[config.mk]
export PLATFORM = sky130hd
export DESIGN_NAME = pmic_cmd_channel
export DESIGN_NICKNAME = d
export VERILOG_FILES = /design/src/rtl/pcc_pkg.sv /design/src/rtl/pcc_regfile.sv /design/src/rtl/pcc_decode.sv /design/src/rtl/pcc_seq.sv /design/src/rtl/pmic_cmd_channel.sv
export SDC_FILE = /design/constraint.sdc
export NUM_CORES = 1
export LEC_CHECK = 0
export BUFFER_PORTS_ARGS = -buffer_cell sky130_fd_sc_hd__buf_4
export CORE_MARGIN = 8
export CORE_UTILIZATION = 48
export DETAILED_ROUTE_END_ITERATION = 6
export HOLD_SLACK_MARGIN = 0.05
export PLACE_DENSITY = 0.77
export SYNTH_ARGS = -nofsm -noshare
export SYNTH_HDL_FRONTEND = slang
export SYNTH_SLANG_ARGS = --single-unit
[constraint.sdc]
create_clock -name clk -period 1.9 [get_ports clk]
set_input_delay 0.19 -clock clk [delete_from_list [all_inputs] [get_ports clk]]
set_output_delay 0.19 -clock clk [all_outputs]
set_load 0.01 [all_outputs]
[src/rtl/pcc_pkg.sv]
`timescale 1ns/1ps
package pcc_pkg;
    localparam int PAY_BYTES = 8;
    localparam int PAY_W     = PAY_BYTES * 8;
    localparam int WORD_W    = 32;
    localparam int NWORDS    = PAY_W / WORD_W;
    localparam int OPC_W     = 5;
    localparam int SID_W     = 4;
    localparam int RADDR_W   = 16;
    localparam int BCNT_W    = 3;
    localparam int OFS_W     = 7;
    localparam int STAT_W    = 4;

    localparam logic [OFS_W-1:0] OFS_CMD  = 7'h00;
    localparam logic [OFS_W-1:0] OFS_STAT = 7'h08;
    localparam logic [OFS_W-1:0] OFS_WD0  = 7'h10;
    localparam logic [OFS_W-1:0] OFS_RD0  = 7'h18;

    localparam int ST_DONE = 0;
    localparam int ST_FAIL = 1;
    localparam int ST_DENY = 2;
    localparam int ST_DROP = 3;

    typedef enum logic [OPC_W-1:0] {
        OP_XWR_LONG  = 5'd0,
        OP_XRD_LONG  = 5'd1,
        OP_XWR       = 5'd2,
        OP_BUS_RESET = 5'd3,
        OP_BUS_SLEEP = 5'd4,
        OP_BUS_OFF   = 5'd5,
        OP_BUS_WAKE  = 5'd6,
        OP_AUTH      = 5'd7,
        OP_MST_RD    = 5'd8,
        OP_MST_WR    = 5'd9,
        OP_XRD       = 5'd13,
        OP_WR        = 5'd14,
        OP_RD        = 5'd15,
        OP_ZWR       = 5'd16
    } opc_e;

    typedef enum logic [1:0] {
        RSP_OK   = 2'd0,
        RSP_FAIL = 2'd1,
        RSP_DENY = 2'd2,
        RSP_DROP = 2'd3
    } rsp_e;

    typedef enum logic [1:0] {
        S_IDLE  = 2'd0,
        S_ISSUE = 2'd1,
        S_WAIT  = 2'd2
    } seq_e;

    typedef struct packed {
        logic [OPC_W-1:0]   opc;
        logic [SID_W-1:0]   sid;
        logic [RADDR_W-1:0] addr;
        logic [BCNT_W-1:0]  bcnt;
    } cmd_t;

    function automatic logic opc_defined(input logic [OPC_W-1:0] o);
        return (o <= OP_MST_WR) || ((o >= OP_XRD) && (o <= OP_ZWR));
    endfunction

    function automatic logic opc_is_read(input logic [OPC_W-1:0] o);
        return (o == OP_XRD_LONG) || (o == OP_MST_RD) || (o == OP_XRD) || (o == OP_RD);
    endfunction

    function automatic logic opc_is_write(input logic [OPC_W-1:0] o);
        return (o == OP_XWR_LONG) || (o == OP_XWR) || (o == OP_MST_WR) ||
               (o == OP_WR) || (o == OP_ZWR);
    endfunction

    function automatic logic opc_is_nodata(input logic [OPC_W-1:0] o);
        return (o >= OP_BUS_RESET) && (o <= OP_BUS_WAKE);
    endfunction

    function automatic logic [PAY_W-1:0] byte_mask(input logic [BCNT_W-1:0] bc);
        logic [PAY_W-1:0] m;
        for (int i = 0; i < PAY_BYTES; i++) begin
            m[i*8 +: 8] = (i <= int'(bc)) ? 8'hFF : 8'h00;
        end
        return m;
    endfunction
endpackage

[src/rtl/pcc_regfile.sv]
`timescale 1ns/1ps
module pcc_regfile
    import pcc_pkg::*;
#(
    parameter int              ADDR_W   = 12,
    parameter logic [ADDR_W-1:0] WIN_BASE = '0
) (
    input  logic              clk,
    input  logic              rst_n,
    input  logic              wr_en,
    input  logic [ADDR_W-1:0] addr,
    input  logic [WORD_W-1:0] wdata,
    input  logic              cmd_open,
    input  logic [STAT_W-1:0] status,
    input  logic [PAY_W-1:0]  rdata_q,
    output logic [WORD_W-1:0] rd_out,
    output cmd_t              cmd_q,
    output logic [PAY_W-1:0]  wpay,
    output logic              cmd_hit
);
    logic             in_win;
    logic [OFS_W-1:0] off;

    assign in_win  = (addr[ADDR_W-1:OFS_W] == WIN_BASE[ADDR_W-1:OFS_W]);
    assign off     = addr[OFS_W-1:0];
    assign cmd_hit = wr_en && in_win && (off == OFS_CMD);

    // Command register: only updated when the sequencer is idle
    always_ff @(posedge clk or negedge rst_n) begin
        if (!rst_n) begin
            cmd_q <= '0;
        end else if (cmd_hit && cmd_open) begin
            cmd_q.opc  <= wdata[31:27];
            cmd_q.sid  <= wdata[23:20];
            cmd_q.addr <= wdata[19:4];
            cmd_q.bcnt <= wdata[2:0];
        end
    end

    // Write-data words
    for (genvar w = 0; w < NWORDS; w++) begin : g_wd
        localparam logic [OFS_W-1:0] WOFS = OFS_WD0 + OFS_W'(4 * w);
        logic [WORD_W-1:0] wd_q;
        always_ff @(posedge clk or negedge rst_n) begin
            if (!rst_n) begin
                wd_q <= '0;
            end else if (wr_en && in_win && (off == WOFS)) begin
                wd_q <= wdata;
            end
        end
        assign wpay[w*WORD_W +: WORD_W] = wd_q;
    end

    // Read multiplexer
    always_comb begin
        rd_out = '0;
        if (in_win) begin
            if (off == OFS_CMD) begin
                rd_out = {cmd_q.opc, 3'b000, cmd_q.sid, cmd_q.addr, 1'b0, cmd_q.bcnt};
            end
            if (off == OFS_STAT) begin
                rd_out = {{(WORD_W-STAT_W){1'b0}}, status};
            end
            for (int w = 0; w < NWORDS; w++) begin
                if (off == OFS_WD0 + OFS_W'(4 * w)) begin
                    rd_out = wpay[w*WORD_W +: WORD_W];
                end
                if (off == OFS_RD0 + OFS_W'(4 * w)) begin
                    rd_out = rdata_q[w*WORD_W +: WORD_W];
                end
            end
        end
    end
endmodule

[src/rtl/pcc_decode.sv]
`timescale 1ns/1ps
module pcc_decode
    import pcc_pkg::*;
(
    input  cmd_t               cmd,
    input  logic [PAY_W-1:0]   wpay,
    output logic [OPC_W-1:0]   req_opcode,
    output logic [SID_W-1:0]   req_sid,
    output logic [RADDR_W-1:0] req_addr,
    output logic [BCNT_W-1:0]  req_bcnt,
    output logic [PAY_W-1:0]   req_wdata,
    output logic               is_read,
    output logic [PAY_W-1:0]   bmask
);
    logic nodata;

    assign nodata     = opc_is_nodata(cmd.opc);
    assign is_read    = opc_is_read(cmd.opc);
    assign bmask      = byte_mask(cmd.bcnt);
    assign req_opcode = cmd.opc;
    assign req_sid    = cmd.sid;
    assign req_addr   = nodata ? '0 : cmd.addr;
    assign req_bcnt   = nodata ? '0 : cmd.bcnt;
    assign req_wdata  = opc_is_write(cmd.opc) ? (wpay & bmask) : '0;
endmodule

[src/rtl/pcc_seq.sv]
`timescale 1ns/1ps
module pcc_seq
    import pcc_pkg::*;
(
    input  logic              clk,
    input  logic              rst_n,
    input  logic              cmd_hit,
    input  logic              launch_ok,
    input  logic              is_read,
    input  logic [PAY_W-1:0]  bmask,
    input  logic              rsp_valid,
    input  logic [1:0]        rsp_code,
    input  logic [PAY_W-1:0]  rsp_rdata,
    output logic              cmd_open,
    output logic              req_valid,
    output logic              busy,
    output logic [STAT_W-1:0] status,
    output logic [PAY_W-1:0]  rdata_q
);
    seq_e              st_q, st_d;
    logic              drop_q;
    logic              rsp_take;
    logic              late_cmd;
    logic [STAT_W-1:0] done_word;

    assign rsp_take = (st_q == S_WAIT) && rsp_valid;
    assign late_cmd = cmd_hit && (st_q != S_IDLE);

    // Next-state logic
    always_comb begin
        st_d = st_q;
        unique case (st_q)
            S_IDLE:  if (cmd_hit && launch_ok) st_d = S_ISSUE;
            S_ISSUE: st_d = S_WAIT;
            S_WAIT:  if (rsp_valid) st_d = S_IDLE;
            default: st_d = S_IDLE;
        endcase
    end

    // State register
    always_ff @(posedge clk or negedge rst_n) begin
        if (!rst_n) st_q <= S_IDLE;
        else        st_q <= st_d;
    end

    // Completion word
    always_comb begin
        done_word          = '0;
        done_word[ST_DONE] = 1'b1;
        if (drop_q || late_cmd) begin
            done_word[ST_DROP] = 1'b1;
        end else begin
            unique case (rsp_e'(rsp_code))
                RSP_OK:   ;
                RSP_FAIL: done_word[ST_FAIL] = 1'b1;
                RSP_DENY: done_word[ST_DENY] = 1'b1;
                RSP_DROP: done_word[ST_DROP] = 1'b1;
                default:  ;
            endcase
        end
    end

    // Output registers
    always_ff @(posedge clk or negedge rst_n) begin
        if (!rst_n) begin
            status  <= '0;
            drop_q  <= 1'b0;
            rdata_q <= '0;
        end else if ((st_q == S_IDLE) && cmd_hit) begin
            status <= launch_ok ? '0 : STAT_W'((1 << ST_DONE) | (1 << ST_FAIL));
        end else if (rsp_take) begin
            status <= done_word;
            drop_q <= 1'b0;
            if (is_read) rdata_q <= rsp_rdata & bmask;
        end else if (late_cmd) begin
            drop_q <= 1'b1;
        end
    end

    assign req_valid = (st_q == S_ISSUE);
    assign busy      = (st_q != S_IDLE);
    assign cmd_open  = (st_q == S_IDLE);
endmodule

[src/rtl/pmic_cmd_channel.sv]
`timescale 1ns/1ps
module pmic_cmd_channel
    import pcc_pkg::*;
#(
    parameter int CHAN_IDX   = 0,
    parameter int ADDR_W     = 12,
    parameter int ARRAY_BASE = 'h800
) (
    input  logic               clk,
    input  logic               rst_n,
    input  logic               reg_wr_en,
    input  logic [ADDR_W-1:0]  reg_addr,
    input  logic [31:0]        reg_wdata,
    output logic [31:0]        reg_rdata,
    output logic               req_valid,
    output logic [4:0]         req_opcode,
    output logic [3:0]         req_sid,
    output logic [15:0]        req_addr,
    output logic [2:0]         req_bcnt,
    output logic [63:0]        req_wdata,
    input  logic               rsp_valid,
    input  logic [1:0]         rsp_code,
    input  logic [63:0]        rsp_rdata
);
    localparam int                CHAN_STRIDE = 1 << OFS_W;
    localparam logic [ADDR_W-1:0] WIN_BASE    = ADDR_W'(ARRAY_BASE + CHAN_IDX * CHAN_STRIDE);

    if (CHAN_IDX < 0 || CHAN_IDX > 5) begin : g_bad_chan
        $error("channel index out of range");
    end

    cmd_t              cmd_w;
    logic [PAY_W-1:0]  wpay_w;
    logic [PAY_W-1:0]  rdata_w;
    logic [PAY_W-1:0]  bmask_w;
    logic [STAT_W-1:0] status_w;
    logic              cmd_hit_w;
    logic              cmd_open_w;
    logic              launch_ok_w;
    logic              is_read_w;
    logic              busy_w;

    assign launch_ok_w = opc_defined(reg_wdata[31:27]);

    pcc_regfile #(
        .ADDR_W   (ADDR_W),
        .WIN_BASE (WIN_BASE)
    ) i_regfile (
        .clk      (clk),
        .rst_n    (rst_n),
        .wr_en    (reg_wr_en),
        .addr     (reg_addr),
        .wdata    (reg_wdata),
        .cmd_open (cmd_open_w),
        .status   (status_w),
        .rdata_q  (rdata_w),
        .rd_out   (reg_rdata),
        .cmd_q    (cmd_w),
        .wpay     (wpay_w),
        .cmd_hit  (cmd_hit_w)
    );

    pcc_decode i_decode (
        .cmd        (cmd_w),
        .wpay       (wpay_w),
        .req_opcode (req_opcode),
        .req_sid    (req_sid),
        .req_addr   (req_addr),
        .req_bcnt   (req_bcnt),
        .req_wdata  (req_wdata),
        .is_read    (is_read_w),
        .bmask      (bmask_w)
    );

    pcc_seq i_seq (
        .clk       (clk),
        .rst_n     (rst_n),
        .cmd_hit   (cmd_hit_w),
        .launch_ok (launch_ok_w),
        .is_read   (is_read_w),
        .bmask     (bmask_w),
        .rsp_valid (rsp_valid),
        .rsp_code  (rsp_code),
        .rsp_rdata (rsp_rdata),
        .cmd_open  (cmd_open_w),
        .req_valid (req_valid),
        .busy      (busy_w),
        .status    (status_w),
        .rdata_q   (rdata_w)
    );
endmodule

* After elaboration in Yosys (flattened, before gate mapping) *
Cells that the tools add are included.

storage, ports and cells
  bits in registers = 163
  output and inout bits = 125

cells by class
  equality and inequality tests = 21
  bitwise logic cells = 3
  order comparisons = 12
  multiplexer cells = 30
  reductions and logical operators = 28

operators by type and width
  operator              count
  $mux W32              7
  $and A64 B64 Y64      2
  $mux W64              1
  $mux W8               7
  $eq A7 B5 Y1 const B  4
  $eq A5 B4 Y1 const B  5
  $mux W16              1
  $le A3 B3 Y1 const A  4
  $eq A5 B5 Y1 const B  2
  $logic_and A1 B1 Y1   10
  $logic_or A1 B1 Y1    9
  $mux W2               4
  $mux W4               2
  $eq A7 B4 Y1 const B  1
  $logic_not A7 Y1      1
  $eq A2 B2 Y1 const B  3
  $le A2 B3 Y1 const A  2
  $mux W1               6
  $pmux W2 S3           1
  $reduce_bool A2 Y1    3
  $eq A5 B1 Y1 const B  1
  $eq A5 B2 Y1 const B  1
  $ge A5 B2 Y1 const B  1
  $ge A5 B4 Y1 const B  1
  other kinds (13)      15

* Longest topological paths before layout *
Gate-level depths: netlist (run 1).

  depth after elaboration = 8
  mapped depth = 7
  gate-level depth less buffers = 4

* Hierarchy *
From an unflattened synthesis (run 1), not the netlist that was laid out.

second synthesis, totals
  cells, all modules = 1008
  area, all modules = 9396.5 µm²

modules (own cells, without submodules)
  module            area an instance (µm²)  cells an instance  times used
  pcc_regfile       5054.8                  456                1
  pcc_seq           2821.5                  300                1
  pcc_decode        1492.7                  248                1
  pmic_cmd_channel  27.5                    4                  1

* Worst setup path after synthesis (run 1) *
OpenSTA, ideal clock, no wires.

  path kind = reg2reg
  from = reg i_regfile.cmd_q[24] (netlist bit)
  to = reg i_seq.rdata_q[55]
  data arrival time = 1856 ps
  stages on the path, launching flop included = 8
  slack = -91 ps
  data required time = 1765 ps
  cells stage by stage = dfrtp_1 -> or4b_1 -> a311o_1 -> buf_4 -> buf_6 -> buf_2 -> nand2_1 -> o21ai_0

on the way
  longest elaborated chain between the ends = 5
  elaborated cells on any way between the ends = 8
  classes of those cells = eq/ne (4); reduce/logical (4)

ends and longest elaborated chain
  element                                              RTL line           text
  start: declaration                                   pcc_regfile.sv:17  output cmd_t cmd_q,
  $eq A5 B1 Y1 / $eq A5 B4 Y1 (equally long branches)  pcc_pkg.sv:66      return (o == OP_XRD_LONG) || (o == OP_MST_RD) || (o == OP_XRD) || (o == OP_RD);
  $logic_or A1 B1 Y1 (2 in series)                     pcc_pkg.sv:66
  $logic_or A1 B1 Y1 *                                 pcc_pkg.sv:66
  $reduce_and A3 Y1 (no source line) *                 --
  end signal: assignment                               pcc_seq.sv:74      if (is_read) rdata_q <= rsp_rdata & bmask;
  end: declaration                                     pcc_seq.sv:18      output logic [PAY_W-1:0] rdata_q

Mark *: on every way between the ends. The rest lies on a longest branch, timed or not.
A chain may end at the register's enable or synchronous reset.

* Worst setup path in the final report (run 1) *
  from = reg i_regfile.cmd_q[23] (netlist bit)
  to = out req_wdata[52]

on the way
  longest elaborated chain between the ends = 6
  elaborated cells on any way between the ends = 10
  classes of those cells = eq/ne (4); mux (1); reduce/logical (5)

ends and longest elaborated chain
  element                                                  RTL line                text
  $eq A5 B2 Y1 / $logic_not A5 Y1 (equally long branches)  pcc_pkg.sv:70           return (o == OP_XWR_LONG) || (o == OP_XWR) || (o == OP_MST_WR) ||
  $logic_or A1 B1 Y1 (3 in series)                         pcc_pkg.sv:70
  $logic_or A1 B1 Y1 *                                     pcc_pkg.sv:71           (o == OP_WR) || (o == OP_ZWR);
  $mux W64 *                                               pcc_decode.sv:24        assign req_wdata = opc_is_write(cmd.opc) ? (wpay & bmask) : '0;
  end: declaration                                         pmic_cmd_channel.sv:20  output logic [63:0] req_wdata,

Marked as above.

==> summary.md, run 1 <==
| Metric | Value |
|---|---|
| Deepest clock path buffer count | 2 |
| Final hold vios | 0 |
| Worst R2R Start | i_regfile.cmd_q[26]$_DFFE_PN0P_ |
| Fraction of final layout cells with drive strength greater than 1 | 56.5% |
| Sequential element share of the synthesized area | 48.3% |
| Period minus WS final | 2430 ps |
| Width of the die | 149 um |
| Proportion of power drawn by combinational gates | 9.7% |
| Worst clock skew on the final layout | 11.7 ps |
| Failing checks | negative setup slack |
| Cell Pwr Density | 551 nW/um2 |
| Routed WL per cell | 28.0 um |
| Number of synthesized flops with an enable pin | 0 |
| Detailed-placement wirelength estimate | 21700 um |
| CTS buffer count | 17 |
| Crit-path leading delay family | simple AND/OR/NAND/NOR gates |
| Number of instances in the synthesized netlist | 785 |
| Max-cap violation count | 0 |
| DRT Pass-1 Iters | 5 |
| Vias | 9072 |
| Effective utilization at floorplan | 49.0% |
| Delay of the slowest critical-path stage | 420 ps |
| Routed via count divided by cell count | 6.33 |
| Critical R2R Capture | i_seq.rdata_q[3]$_DFFE_PN0P_ |
| Kind of launch point of the worst setup path | register |
| Total global-route track usage | 32.8% |
| Static Leakage | 0.00689 uW |
| Worst-case reg-to-reg path depth | 7 |
| First-pass GRT wire length | 55400 um |
| Peak VDD IR | 620 uV |
| Clk Tree Root Cell | sky130_fd_sc_hd__clkbuf_16 |
| Nets in the synthesized netlist | 899 |
| Sw Ratio | 23.4% |
| Total grt overflow | 0 |
| Post-route design area | 14400 um2 |
| Final number of max-transition violations | 0 |
| Number of nets with antenna violations after routing | 0 |
| Achievable frequency | 411 MHz |
| Internal power | 6090 uW |
| Class of the worst hold path | input port to register |
| Register area | 4080 um2 |
| Setup Viol. Count Final | 174 |
| Total placed instance area | 11000 um2 |
| Count of cell types in the netlist | 55 |
| Critical Path Stages | 8 |
| Post-route DRC | 0 |
| Die Footprint | 22100 um2 |
| Mapped Area | 8440 um2 |
| Most common cell after layout, fill and taps aside | sky130_fd_sc_hd__buf_4 |
| R2R setup slack | -460 ps |
| Number of placed I/O pins | 239 |
| Number of register bits inferred by synthesis | 163 |
| CP cell instances | buf_6 > nor4bb_4 > nor2_4 > a211oi_4 > buf_6 > buf_6 > and3_4 > buf_6 |
| Type of element capturing the critical path | output pin |
| Total number of H-tree levels | 4 |
| RSZ-0062 raised after global routing | true |
| Crit share post-route | 128% |
| Asr flop ratio synth | 100% |
| Worst setup path startpoint | i_regfile.cmd_q[23]$_DFFE_PN0P_ |
| Clock transition at the registers of the reported paths | 70 ps |
| Synth warnings | 0 |
| Data required time at the worst endpoint | 1710 ps |
| Number of sinks handled by clock tree synthesis | 163 |
| Die boundary height | 149 um |
| Fillers | 817 |
| End point of the critical path | req_wdata[52] |
| Count of buffers inserted at the top-level ports | 238 |
| Total detailed-routing wirelength | 40100 um |
| Switching power total | 1860 uW |
| Cell occurring most often along the worst timing path | sky130_fd_sc_hd__buf_6 |
| Worst-case setup margin in the final layout | -533 ps |
| Site Rows | 48 |
| Pin count of the biggest net entering global routing | 58 |
| Buffers and inverters on the worst path | 4 |
| Worst-skew pair later-pin latency | 430 ps |
| Clock tree from TritonCTS | built |
| Leading register cell type out of synthesis | sky130_fd_sc_hd__dfrtp_1 |
| Run status | complete, but fails checks |
| Worst Setup Slack post-DPL | -172 ps |
| Number of nets in the layout | 1310 |
| Via count of the first global-routing pass | 9471 |
| Average cell area after synthesis | 10.8 um2 |
| Global placer's final weighted congestion | 0.878 |
| Slew at the pin closest to its max-slew limit | 475 ps |
| Slowest cell on the critical path | sky130_fd_sc_hd__dfrtp_1 |
| CP Data Arrival Time | 2240 ps |
| Sequential power share | 43.8% |
| Initial antenna violation count | 2 |
| Max-Slew Margin vs Limit | 68.3% |
| Startpoint-to-endpoint class of the critical path | register to output pin |
| Number of DRC markers in iteration 0 | 765 |
| Total power of the final layout | 7950 uW |
| Commonest cells after routing, fill and taps aside | sky130_fd_sc_hd__buf_4, sky130_fd_sc_hd__dfrtp_1, sky130_fd_sc_hd__mux2_2 |
| Layout-stage area growth over the synthesis result | 70.9% |
| Largest fanout of any net on the critical path | 5 |
| Core outline area | 17200 um2 |
| Share of power burned in the clock network | 46.4% |
| Area of combinational cells with multiple inputs | 4820 um2 |
layer usage:
layer / global-route usage [%] / routed length (um) / up-vias
met4: 19.1 / 2740 / 4
met3: 7.69 / 3650 / 218
li1: - / - / 3681
met5: 0 / 44 / -
met1: 38.0 / 13900 / 4475
met2: 54.6 / 19800 / 694
stage by stage:
stage	hold slack [ps]	utilization (%)	instances	TNS [ps]
floorplan	-106	-	785	-1230
global placement	99.7	63.9	1259	-8360
detailed placement	100	63.9	1259	-10290
CTS	63.4	80.4	1425	-54070
global route	69.7	83.7	1433	-66580
finish	82.2	83.7	1434	-57760
sequential cells by signal (all words and copies together) (netlist names):
signal / flops
i_seq.rdata_q: 64
i_seq.drop_q: 1
i_seq.st_q: 2
i_regfile.cmd_q: 28
i_seq.status: 4
i_regfile.g_wd.wd_q: 64
worst min-delay path by stage:
| stage | cells past startpoint | to | start |
|---|---|---|---|
| after floorplan | 0 | i_regfile.cmd_q[0]$_DFFE_PN0P_ | rst_n |
| after detailed placement | 1 | i_seq.rdata_q[56]$_DFFE_PN0P_ | rst_n |
| after CTS | 2 | i_regfile.g_wd[0].wd_q[30]$_DFFE_PN0P_ | reg_wdata[30] |
| after global placement | 1 | i_regfile.g_wd[1].wd_q[25]$_DFFE_PN0P_ | rst_n |
| final | 3 | i_seq.status[3]$_DFFE_PN0P_ | rsp_code[1] |
| after global routing | 2 | i_regfile.cmd_q[26]$_DFFE_PN0P_ | reg_wdata[30] |
synth_stat cells (6+ instances only):
| master | number | area share, % |
|---|---|---|
| sky130_fd_sc_hd__nand2b_1 | 12 | 0.89 |
| sky130_fd_sc_hd__mux2_2 | 107 | 14 |
| sky130_fd_sc_hd__buf_2 | 14 | 0.83 |
| sky130_fd_sc_hd__a2bb2oi_1 | 13 | 1.3 |
| sky130_fd_sc_hd__nand3_1 | 9 | 0.53 |
| sky130_fd_sc_hd__o21ai_0 | 59 | 3.5 |
| sky130_fd_sc_hd__buf_4 | 13 | 1.2 |
| sky130_fd_sc_hd__mux2i_1 | 12 | 1.4 |
| sky130_fd_sc_hd__nor2_1 | 21 | 0.93 |
| sky130_fd_sc_hd__a31oi_1 | 6 | 0.44 |
| sky130_fd_sc_hd__o211ai_1 | 12 | 1.1 |
| sky130_fd_sc_hd__o221ai_1 | 11 | 1.1 |
| sky130_fd_sc_hd__and2_1 | 41 | 3.0 |
| sky130_fd_sc_hd__a22o_1 | 32 | 3.3 |
| sky130_fd_sc_hd__a221oi_1 | 7 | 0.73 |
| sky130_fd_sc_hd__nand2_1 | 70 | 3.1 |
| sky130_fd_sc_hd__a21oi_1 | 23 | 1.4 |
| sky130_fd_sc_hd__and3_1 | 49 | 3.6 |
| sky130_fd_sc_hd__mux2_4 | 8 | 1.4 |
| sky130_fd_sc_hd__clkbuf_1 | 41 | 1.8 |
| sky130_fd_sc_hd__dfrtp_1 | 163 | 48 |
cell type report:
type	instances	share of cell area (%)
antenna	1	0.0173
multi-input combinational	546	33.4
timing repair buffer	464	32.0
clock buffer	20	3.03
inverter	4	0.121
sequential	163	28.3
clock inverter	11	1.24
tap	225	1.95
kinds of logic (layout without fill, tap and decap cells):
kind of cell	Yosys count	count (layout)	synth area share (%)
AOI/OAI and AO/OA	178	178	14.2
and+or+nand+nor	237	237	15.3
muxes	130	130	17.8
xor gates and xnor gates	1	1	0.104
buffers and inverters	76	499	4.25
DFF	163	163	48.3
other	0	1	0
worst reg2reg max path: stages, from the launching register on:
cell and delay [ps]:
sky130_fd_sc_hd__dfrtp_2 430, sky130_fd_sc_hd__buf_6 130, sky130_fd_sc_hd__or4b_1 520, sky130_fd_sc_hd__a311o_2 440
sky130_fd_sc_hd__buf_12 170, sky130_fd_sc_hd__buf_8 130, sky130_fd_sc_hd__buf_16 140, sky130_fd_sc_hd__mux2_4 300
power groups by stage:
stage          logic, uW  clock network [uW]  registers, uW
5_1_grt              808                3820           3490
3_3_place_gp         512                   0           3550
2_1_floorplan        129                   0           3550
4_1_cts              714                3670           3490
3_5_place_dp         516                   0           3550
6_report             775                3690           3490
what timing repair did:
action / in CTS / in global routing
setup endpoints to repair: 168 / 177
hold buffers: 95 / 0
setup buffers: 22 / 16
gates resized for setup: 221 / 139
pin swaps: 62 / 57
hold endpoints to repair: 291 / 0
cloned: 18 / 1
No activity file was read; power rests on OpenSTA's default activity.
==> run 2: changes to the inputs <==
--- a/config.mk
+++ b/config.mk
@@ -5,12 +5,13 @@
 export SDC_FILE = /design/constraint.sdc
 export NUM_CORES = 1
 export LEC_CHECK = 0
+export ABC_AREA = 1
 export BUFFER_PORTS_ARGS = -buffer_cell sky130_fd_sc_hd__buf_4
 export CORE_MARGIN = 8
-export CORE_UTILIZATION = 48
+export CORE_UTILIZATION = 42
 export DETAILED_ROUTE_END_ITERATION = 6
 export HOLD_SLACK_MARGIN = 0.05
-export PLACE_DENSITY = 0.77
+export PLACE_DENSITY = 0.69
 export SYNTH_ARGS = -nofsm -noshare
 export SYNTH_HDL_FRONTEND = slang
 export SYNTH_SLANG_ARGS = --single-unit
==> run 2 against run 1 <==
Net effect:
- the run still ends with negative setup slack left
- register-to-register slack improved by 380 ps
- maximum frequency increased by 16%
- count of clock-buffer cells in the layout unchanged
- critical endpoint is now req_wdata[5]
- utilization decreased by 16 points
- critical path type unchanged
- clock power increased by 9.8%
- cell area decreased by 5.8%
- routed wire length decreased by 13%
- non-clock buffer count decreased by 66
- sequential power about the same
- sequential cell count unchanged
==> summary.md, run 2 <==
| Metric | Value |
|---|---|
| Most area-consuming cells after synthesis | sky130_fd_sc_hd__dfrtp_1, sky130_fd_sc_hd__nand2_1, sky130_fd_sc_hd__o21ai_1, sky130_fd_sc_hd__inv_1, sky130_fd_sc_hd__nor2_1 (was sky130_fd_sc_hd__dfrtp_1, sky130_fd_sc_hd__mux2_2, sky130_fd_sc_hd__and3_1, sky130_fd_sc_hd__o21ai_0, sky130_fd_sc_hd__a22o_1) |
| Synth top area share | 47.6% (was 48.3%) |
| Number of nets with antenna violations after routing | 0 (unchanged) |
| Clock transition at the registers of the reported paths | 60 ps (was 70 ps) |
| Run status | complete, but fails checks (unchanged) |
| Count of buffers inserted at the top-level ports | 238 (unchanged) |
| Yosys top cell by area | sky130_fd_sc_hd__dfrtp_1 (unchanged) |
| Total global-route track usage | 25.0% (was 32.8%) |
| Nets in the synthesized netlist | 1297 (was 899) |
| Commonest cells after routing, fill and taps aside | sky130_fd_sc_hd__nand2_1, sky130_fd_sc_hd__buf_4, sky130_fd_sc_hd__dfrtp_1 (was sky130_fd_sc_hd__buf_4, sky130_fd_sc_hd__dfrtp_1, sky130_fd_sc_hd__mux2_2) |
| Vias | 9470 (was 9072) |
| Top-count cell post-synth | sky130_fd_sc_hd__nand2_1 (was sky130_fd_sc_hd__dfrtp_1) |
| Worst Hold Slack | 47.9 ps (was 82.2 ps) |
| Hold Crit Start | rsp_rdata[51] (was rsp_code[1]) |
| Total number of H-tree levels | 4 (unchanged) |
| Class of the worst hold path | input port to register (unchanged) |
| Top post-synthesis cells by count | sky130_fd_sc_hd__nand2_1, sky130_fd_sc_hd__dfrtp_1, sky130_fd_sc_hd__inv_1, sky130_fd_sc_hd__nor2_1, sky130_fd_sc_hd__o21ai_1 (was sky130_fd_sc_hd__dfrtp_1, sky130_fd_sc_hd__mux2_2, sky130_fd_sc_hd__nand2_1, sky130_fd_sc_hd__o21ai_0, sky130_fd_sc_hd__and3_1) |
| Slew at the pin closest to its max-slew limit | 533 ps (was 475 ps) |
| Effective utilization at floorplan | 42.6% (was 49.0%) |
| Sw Ratio | 21.5% (was 23.4%) |
| Util after Layout | 67.7% (was 83.7%) |
| Global placer's final weighted congestion | 0.926 (was 0.878) |
| Number of stages on the worst hold path | 3 (unchanged) |
| Synth warnings | 0 (unchanged) |
| Core outline area | 20100 um2 (was 17200 um2) |
| Setup Viol. Count Final | 137 (was 174) |
| Initial antenna violation count | 0 (was 2) |
| Number of nets in the layout | 1644 (was 1310) |
| Internal power | 6370 uW (was 6090 uW) |
| Kind of launch point of the worst setup path | register (unchanged) |
| Routed WL per cell | 19.3 um (was 28.0 um) |
| Crit share post-route | 111% (was 128%) |
| Detailed-placement wirelength estimate | 22900 um (was 21700 um) |
| Max-Slew Margin vs Limit | 64.5% (was 68.3%) |
| Mapped Area | 8570 um2 (was 8440 um2) |
| CP cell instances | nand2_2 > nor2_2 > o22ai_1 > nand2_1 > nand2_4 > buf_12 > buf_12 > nor2_1 > buf_4 (was buf_6 > nor4bb_4 > nor2_4 > a211oi_4 > buf_6 > buf_6 > and3_4 > buf_6) |
| Period minus WS final | 2100 ps (was 2430 ps) |
| Failing checks | negative setup slack (unchanged) |
| Max-cap violation count | 0 (unchanged) |
| Die Footprint | 25200 um2 (was 22100 um2) |
| Setup total negative slack | -12580 ps (was -57760 ps) |
| Number of synthesized flops with an enable pin | 0 (unchanged) |
| Worst-case setup margin in the final layout | -201 ps (was -533 ps) |
| Sequential power share | 43.1% (was 43.8%) |
| Average cell area after synthesis | 7.24 um2 (was 10.8 um2) |
| Slowest cell on the critical path | sky130_fd_sc_hd__dfrtp_1 (unchanged) |
| Total power of the final layout | 8120 uW (was 7950 uW) |
| Count of cell types in the netlist | 29 (was 55) |
| Leading register cell type out of synthesis | sky130_fd_sc_hd__dfrtp_1 (unchanged) |
| End point of the most critical hold path | i_seq.rdata_q[51]$_DFFE_PN0P_ (was i_seq.status[3]$_DFFE_PN0P_) |
| Critical R2R Capture | i_seq.rdata_q[34]$_DFFE_PN0P_ (was i_seq.rdata_q[3]$_DFFE_PN0P_) |
| Layout-stage area growth over the synthesis result | 58.8% (was 70.9%) |
| Sequential element share of the synthesized area | 47.6% (was 48.3%) |
| Routed via count divided by cell count | 5.22 (was 6.33) |
| Asr flop ratio synth | 100% (unchanged) |
| Deepest clock path buffer count | 2 (unchanged) |
| Total detailed-routing wirelength | 34900 um (was 40100 um) |
| CTS buffer count | 17 (unchanged) |
| Most common cell after layout, fill and taps aside | sky130_fd_sc_hd__nand2_1 (was sky130_fd_sc_hd__buf_4) |
| Cell Pwr Density | 597 nW/um2 (was 551 nW/um2) |
| Total grt overflow | 0 (unchanged) |
| Switching power total | 1750 uW (was 1860 uW) |
| Worst R2R Start | i_regfile.cmd_q[26]$_DFFE_PN0P_ (unchanged) |
| CP Data Arrival Time | 1910 ps (was 2240 ps) |
| Startpoint-to-endpoint class of the critical path | register to output pin (unchanged) |
| Largest registers | i_regfile.g_wd.wd_q: 64 flops, i_seq.rdata_q: 64 flops, i_regfile.cmd_q: 28 flops (unchanged) |
| Achievable frequency | 476 MHz (was 411 MHz) |
| Final hold vios | 0 (unchanged) |
| Share of power burned in the clock network | 49.8% (was 46.4%) |
| Worst-case reg-to-reg path depth | 12 (was 7) |
| Cell occurring most often along the worst timing path | sky130_fd_sc_hd__buf_12 (was sky130_fd_sc_hd__buf_6) |
| Site Rows | 52 (was 48) |
| Type of element capturing the critical path | output pin (unchanged) |
| First-pass GRT wire length | 50300 um (was 55400 um) |
| Post-route design area | 13600 um2 (was 14400 um2) |
| Number of instances in the synthesized netlist | 1183 (was 785) |
| Buffers and inverters on the worst path | 3 (was 4) |
| Number of sinks handled by clock tree synthesis | 163 (unchanged) |
| Peak VDD IR | 569 uV (was 620 uV) |
| Clock tree from TritonCTS | built (unchanged) |
| Proportion of power drawn by combinational gates | 7.1% (was 9.7%) |
| Total placed instance area | 10800 um2 (was 11000 um2) |
| Pin count of the biggest net entering global routing | 65 (was 58) |
| Static Leakage | 0.00665 uW (was 0.00689 uW) |
| Die boundary height | 159 um (was 149 um) |
| Final number of max-transition violations | 0 (unchanged) |
| Delay of the slowest critical-path stage | 430 ps (was 420 ps) |
| Number of DRC markers in iteration 0 | 952 (was 765) |
| RSZ-0062 raised after global routing | true (unchanged) |
| # diodes | 0 (was 1) |
| Largest fanout of any net on the critical path | 14 (was 5) |
| Post-route DRC | 0 (unchanged) |
| Crit-path leading delay family | buffers and inverters (was simple AND/OR/NAND/NOR gates) |
| Worst-skew pair later-pin latency | 430 ps (about the same) |
| Via count of the first global-routing pass | 8946 (was 9471) |
| Clk Tree Root Cell | sky130_fd_sc_hd__clkbuf_16 (unchanged) |
| R2R setup slack | -80 ps (was -460 ps) |
| Width of the die | 159 um (was 149 um) |
| DRT Pass-1 Iters | 6 (was 5) |
| Worst clock skew on the final layout | 7.67 ps (was 11.7 ps) |
| Number of register bits inferred by synthesis | 163 (unchanged) |
| Number of placed I/O pins | 239 (unchanged) |
| Fraction of final layout cells with drive strength greater than 1 | 33.9% (was 56.5%) |
| Data required time at the worst endpoint | 1710 ps (about the same) |
## run 2: through the flow
stage                     cells  worst slack [ps]
after floorplan            1183               398
after global placement     1670               105
after detailed placement   1670              42.3
after CTS                  1790              -136
after global routing       1813              -308
final                      1813              -201
## run 2: worst max-delay path by stage
| stage | from | end | cells after the start |
|---|---|---|---|
| global route | i_regfile.cmd_q[23]$_DFFE_PN0P_ | req_wdata[35] | 9 |
| floorplan | i_regfile.cmd_q[25]$_DFFE_PN0P_ | req_wdata[10] | 7 |
| finish | i_regfile.cmd_q[26]$_DFFE_PN0P_ | req_wdata[5] | 9 |
| global placement | reg_addr[6] | reg_rdata[21] | 10 |
| CTS | i_regfile.cmd_q[26]$_DFFE_PN0P_ | req_wdata[47] | 9 |
| detailed placement | reg_addr[6] | reg_rdata[21] | 10 |
## run 2: final cells by class
class / instances / area, um2
fill: 1575 / 6500
multi-input combinational: 803 / 4240
sequential: 163 / 4080
timing repair buffer: 398 / 3680
inverter: 146 / 564
clock buffer: 20 / 467
tap: 270 / 338
clock inverter: 12 / 225
timing repair inverter: 1 / 8.76
## run 2: what timing repair did
item / 4_1_cts / 5_1_grt
endpoints found under the hold margin: 127 / 0
setup endpoints to repair: 85 / 152
setup buffers: 8 / 10
pin swaps: 4 / 10
gates cloned: 0 / 13
gates resized for setup: 95 / 175
hold buffers: 80 / 0
## run 2: power groups by stage
| stage | Combinational (uW) | Sequential, uW | Clock, uW |
|---|---|---|---|
| final | 576 | 3500 | 4050 |
| after global routing | 624 | 3500 | 4210 |
| after CTS | 562 | 3500 | 4050 |
| after detailed placement | 426 | 3560 | 0 |
| after global placement | 422 | 3560 | 0 |
| after floorplan | 99.0 | 3560 | 0 |
## run 2: kinds of logic (layout without fill, tap and decap cells)
group	count (synthesis)	count (layout)	share of synthesized area [%]
AOI/OAI and AO/OA	213	213	12.7
buffers and inverters	217	577	11.2
DFF	163	163	47.6
and+or+nand+nor	590	590	28.5
## run 2: layer usage
layer	track usage (%)	share of wire, %
met5	0	0
met4	11.6	4.0
met3	4.94	7.2
met2	38.1	47
met1	33.8	42
## run 2: worst register-to-register path, stage by stage, from the launching register on
cell and delay [ps]:
sky130_fd_sc_hd__dfrtp_1 430, sky130_fd_sc_hd__nor2_2 170, sky130_fd_sc_hd__buf_4 120, sky130_fd_sc_hd__buf_4 90, sky130_fd_sc_hd__buf_4 90, sky130_fd_sc_hd__buf_4 90, sky130_fd_sc_hd__nand2_1 50, sky130_fd_sc_hd__o211ai_1 130
sky130_fd_sc_hd__nand2_4 200, sky130_fd_sc_hd__buf_6 190, sky130_fd_sc_hd__nor2_4 200, sky130_fd_sc_hd__nand2_1 90, sky130_fd_sc_hd__nand2_1 70
==> run 3: changes to the inputs <==
--- a/config.mk
+++ b/config.mk
@@ -7,7 +7,6 @@
 export LEC_CHECK = 0
 export ABC_AREA = 1
 export BUFFER_PORTS_ARGS = -buffer_cell sky130_fd_sc_hd__buf_4
-export CORE_MARGIN = 8
 export CORE_UTILIZATION = 42
 export DETAILED_ROUTE_END_ITERATION = 6
 export HOLD_SLACK_MARGIN = 0.05
==> run 3 against run 2 <==
Net effect:
- the run still ends with negative setup slack left
- largest power group is now registers
- critical path depth shrank 1
- via count decreased by 4.4%
- final cell count is 2.6% lower
- total power fell by 7.3%
- maximum frequency down 1.8%
- utilization is 3.9 points lower
- highest routed layer unchanged
- worst hold slack improved by 8.7 ps
- clock skew about the same
==> summary.md, run 3 (synthesis gave the netlist of run 2 again) <==
| Metric | Value |
|---|---|
| Via count of the first global-routing pass | 8301 (was 8946) |
| Largest fanout of any net on the critical path | 5 (was 14) |
| DRT Pass-1 Iters | 5 (was 6) |
| Detailed-placement wirelength estimate | 21300 um (was 22900 um) |
| Slowest cell on the critical path | sky130_fd_sc_hd__dfrtp_2 (was sky130_fd_sc_hd__dfrtp_1) |
| Site Rows | 51 (was 52) |
| CP cell instances | nor2_2 > o22ai_1 > nand2_1 > nand2_4 > clkbuf_16 > nor3_2 > buf_4 > buf_6 (was nand2_2 > nor2_2 > o22ai_1 > nand2_1 > nand2_4 > buf_12 > buf_12 > nor2_1 > buf_4) |
| Post-route design area | 12600 um2 (was 13600 um2) |
| Pin count of the biggest net entering global routing | 65 (unchanged) |
| Type of element capturing the critical path | output pin (unchanged) |
| Count of buffers inserted at the top-level ports | 238 (unchanged) |
| R2R setup slack | 270 ps (was -80 ps) |
| Routed via count divided by cell count | 5.12 (was 5.22) |
| Data required time at the worst endpoint | 1710 ps (about the same) |
| Total placed instance area | 10700 um2 (was 10800 um2) |
| Number of sinks handled by clock tree synthesis | 163 (unchanged) |
| Post-route DRC | 0 (unchanged) |
| Total global-route track usage | 28.6% (was 25.0%) |
| Effective utilization at floorplan | 43.5% (was 42.6%) |
| Worst-skew pair later-pin latency | 420 ps (was 430 ps) |
| Die Footprint | 21000 um2 (was 25200 um2) |
| Core outline area | 19700 um2 (was 20100 um2) |
| Final hold vios | 0 (unchanged) |
| CP Data Arrival Time | 1950 ps (was 1910 ps) |
| Worst-case setup margin in the final layout | -239 ps (was -201 ps) |
| Number of nets in the layout | 1602 (was 1644) |
| Util after Layout | 63.7% (was 67.7%) |
| Clk Tree Root Cell | sky130_fd_sc_hd__clkbuf_16 (unchanged) |
| Slew at the pin closest to its max-slew limit | 518 ps (was 533 ps) |
| CTS buffer count | 17 (unchanged) |
| Routed WL per cell | 17.4 um (was 19.3 um) |
| Setup total negative slack | -9370 ps (was -12580 ps) |
| Max-cap violation count | 0 (unchanged) |
| Startpoint-to-endpoint class of the critical path | register to output pin (unchanged) |
| Number of placed I/O pins | 239 (unchanged) |
| Worst R2R Start | i_regfile.cmd_q[25]$_DFFE_PN0P_ (was i_regfile.cmd_q[26]$_DFFE_PN0P_) |
| Delay of the slowest critical-path stage | 440 ps (was 430 ps) |
| Number of cells after detailed placement | 1656 (was 1670) |
| First-pass GRT wire length | 44800 um (was 50300 um) |
| Area of combinational cells with multiple inputs | 3810 um2 (was 4240 um2) |
| Final non-filler cell total | 1766 (was 1813) |
| Worst-case reg-to-reg path depth | 8 (was 12) |
| Register area | 4080 um2 (about the same) |
| Total detailed-routing wirelength | 30700 um (was 34900 um) |
| Run status | complete, but fails checks (unchanged) |
| Setup Viol. Count Final | 79 (was 137) |
| Final number of max-transition violations | 0 (unchanged) |
| Layout-stage area growth over the synthesis result | 46.6% (was 58.8%) |
| Failing checks | negative setup slack (unchanged) |
| Critical R2R Capture | i_seq.rdata_q[62]$_DFFE_PN0P_ (was i_seq.rdata_q[34]$_DFFE_PN0P_) |
| Number of nets with antenna violations after routing | 0 (unchanged) |
| Number of stages on the worst hold path | 3 (unchanged) |
| Most common cell after layout, fill and taps aside | sky130_fd_sc_hd__nand2_1 (unchanged) |
| Peak VDD IR | 566 uV (was 569 uV) |
| RSZ-0062 raised after global routing | true (unchanged) |
| Number of DRC markers in iteration 0 | 881 (was 952) |
| Cell Pwr Density | 599 nW/um2 (was 597 nW/um2) |
| Worst clock skew on the final layout | 8.07 ps (was 7.67 ps) |
| Die boundary height | 145 um (was 159 um) |
| Initial antenna violation count | 0 (unchanged) |
| Deepest clock path buffer count | 2 (unchanged) |
| Width of the die | 145 um (was 159 um) |
| Total grt overflow | 0 (unchanged) |
| Total number of H-tree levels | 4 (unchanged) |
| Vias | 9049 (was 9470) |
| Commonest cells after routing, fill and taps aside | sky130_fd_sc_hd__nand2_1, sky130_fd_sc_hd__buf_4, sky130_fd_sc_hd__dfrtp_1 (unchanged) |
| Achievable frequency | 467 MHz (was 476 MHz) |
| Class of the worst hold path | input port to register (unchanged) |
| Fillers | 1685 (was 1575) |
| Clock transition at the registers of the reported paths | 70 ps (was 60 ps) |
| End point of the most critical hold path | i_regfile.cmd_q[5]$_DFFE_PN0P_ (was i_seq.rdata_q[51]$_DFFE_PN0P_) |
| Largest registers | i_regfile.g_wd.wd_q: 64 flops, i_seq.rdata_q: 64 flops, i_regfile.cmd_q: 28 flops (unchanged) |
| Setup Fix Bufs, Post-CTS | 0 (was 8) |
| Max-Slew Margin vs Limit | 65.5% (was 64.5%) |
| Hold Crit Start | reg_wdata[6] (was rsp_rdata[51]) |
| Clock tree from TritonCTS | built (unchanged) |
| Global placer's final weighted congestion | 0.937 (was 0.926) |
| Crit share post-route | 113% (was 111%) |
| Fraction of final layout cells with drive strength greater than 1 | 26.4% (was 33.9%) |
| Static Leakage | 0.00625 uW (was 0.00665 uW) |
| Period minus WS final | 2140 ps (was 2100 ps) |
| Worst Setup Slack post-DPL | 114 ps (was 42.3 ps) |
| # diodes | 0 (unchanged) |
| Kind of launch point of the worst setup path | register (unchanged) |
## run 3: critical path: cells and delay by family (launching register included)
kind	cells	cell delay, ps
flip-flops	1	440
AND/OR/NAND/NOR	4	540
AO/OA/AOI/OAI	1	90
buffers and inverters	3	450
## run 3: where the power goes
| part | internal, uW | total [uW] | switching [uW] |
|---|---|---|---|
| combinational | 297 | 550 | 253 |
| clock | 2050 | 3480 | 1430 |
| sequential | 3490 | 3500 | 11.5 |
| total | 5830 | 7530 | 1700 |
## run 3: worst max-delay path by stage
| stage | startpoint | end | slack (ps) | depth (start not counted) |
|---|---|---|---|---|
| floorplan | i_regfile.cmd_q[25]$_DFFE_PN0P_ | req_wdata[10] | 400 | 7 |
| global placement | reg_addr[6] | reg_rdata[21] | 120 | 10 |
| detailed placement | reg_addr[6] | reg_rdata[21] | 110 | 10 |
| CTS | i_regfile.cmd_q[26]$_DFFE_PN0P_ | req_wdata[59] | -110 | 8 |
| global route | i_regfile.cmd_q[25]$_DFFE_PN0P_ | req_wdata[58] | -290 | 8 |
| finish | i_regfile.cmd_q[25]$_DFFE_PN0P_ | req_wdata[58] | -240 | 8 |
## run 3: final cells by class
type	instances	area share, %
inverters	146	4.36
well taps	265	2.64
multi-input cells	803	30.3
repair buffers	357	25.5
flip-flops and latches	163	32.5
clock inverters	11	1.01
clock buffers	21	3.74
## run 3: repair_timing
item / 4_1_cts / 5_1_grt
pin swaps: 1 / 6
endpoints found under the setup margin: 84 / 89
hold buffers: 72 / 1
endpoints found under the hold margin: 122 / 1
cloned: 0 / 5
gates resized for setup: 35 / 64
## run 3: metrics by stage
step           power [uW]  hold WS [ps]
3_3_place_gp         3980           188
4_1_cts              7570          50.2
3_5_place_dp         3990           178
6_report             7530          56.7
5_1_grt              7770          51.1
2_1_floorplan        3660          -106
## run 3: routing by layer
metal | GRT usage [%] | wire length [um] | share of wire [%]
met5 | 0 | 0 | 0
met4 | 9.97 | 911 | 3.0
met3 | 4.31 | 2100 | 6.8
met2 | 42.9 | 14100 | 46
met1 | 41.9 | 13600 | 44
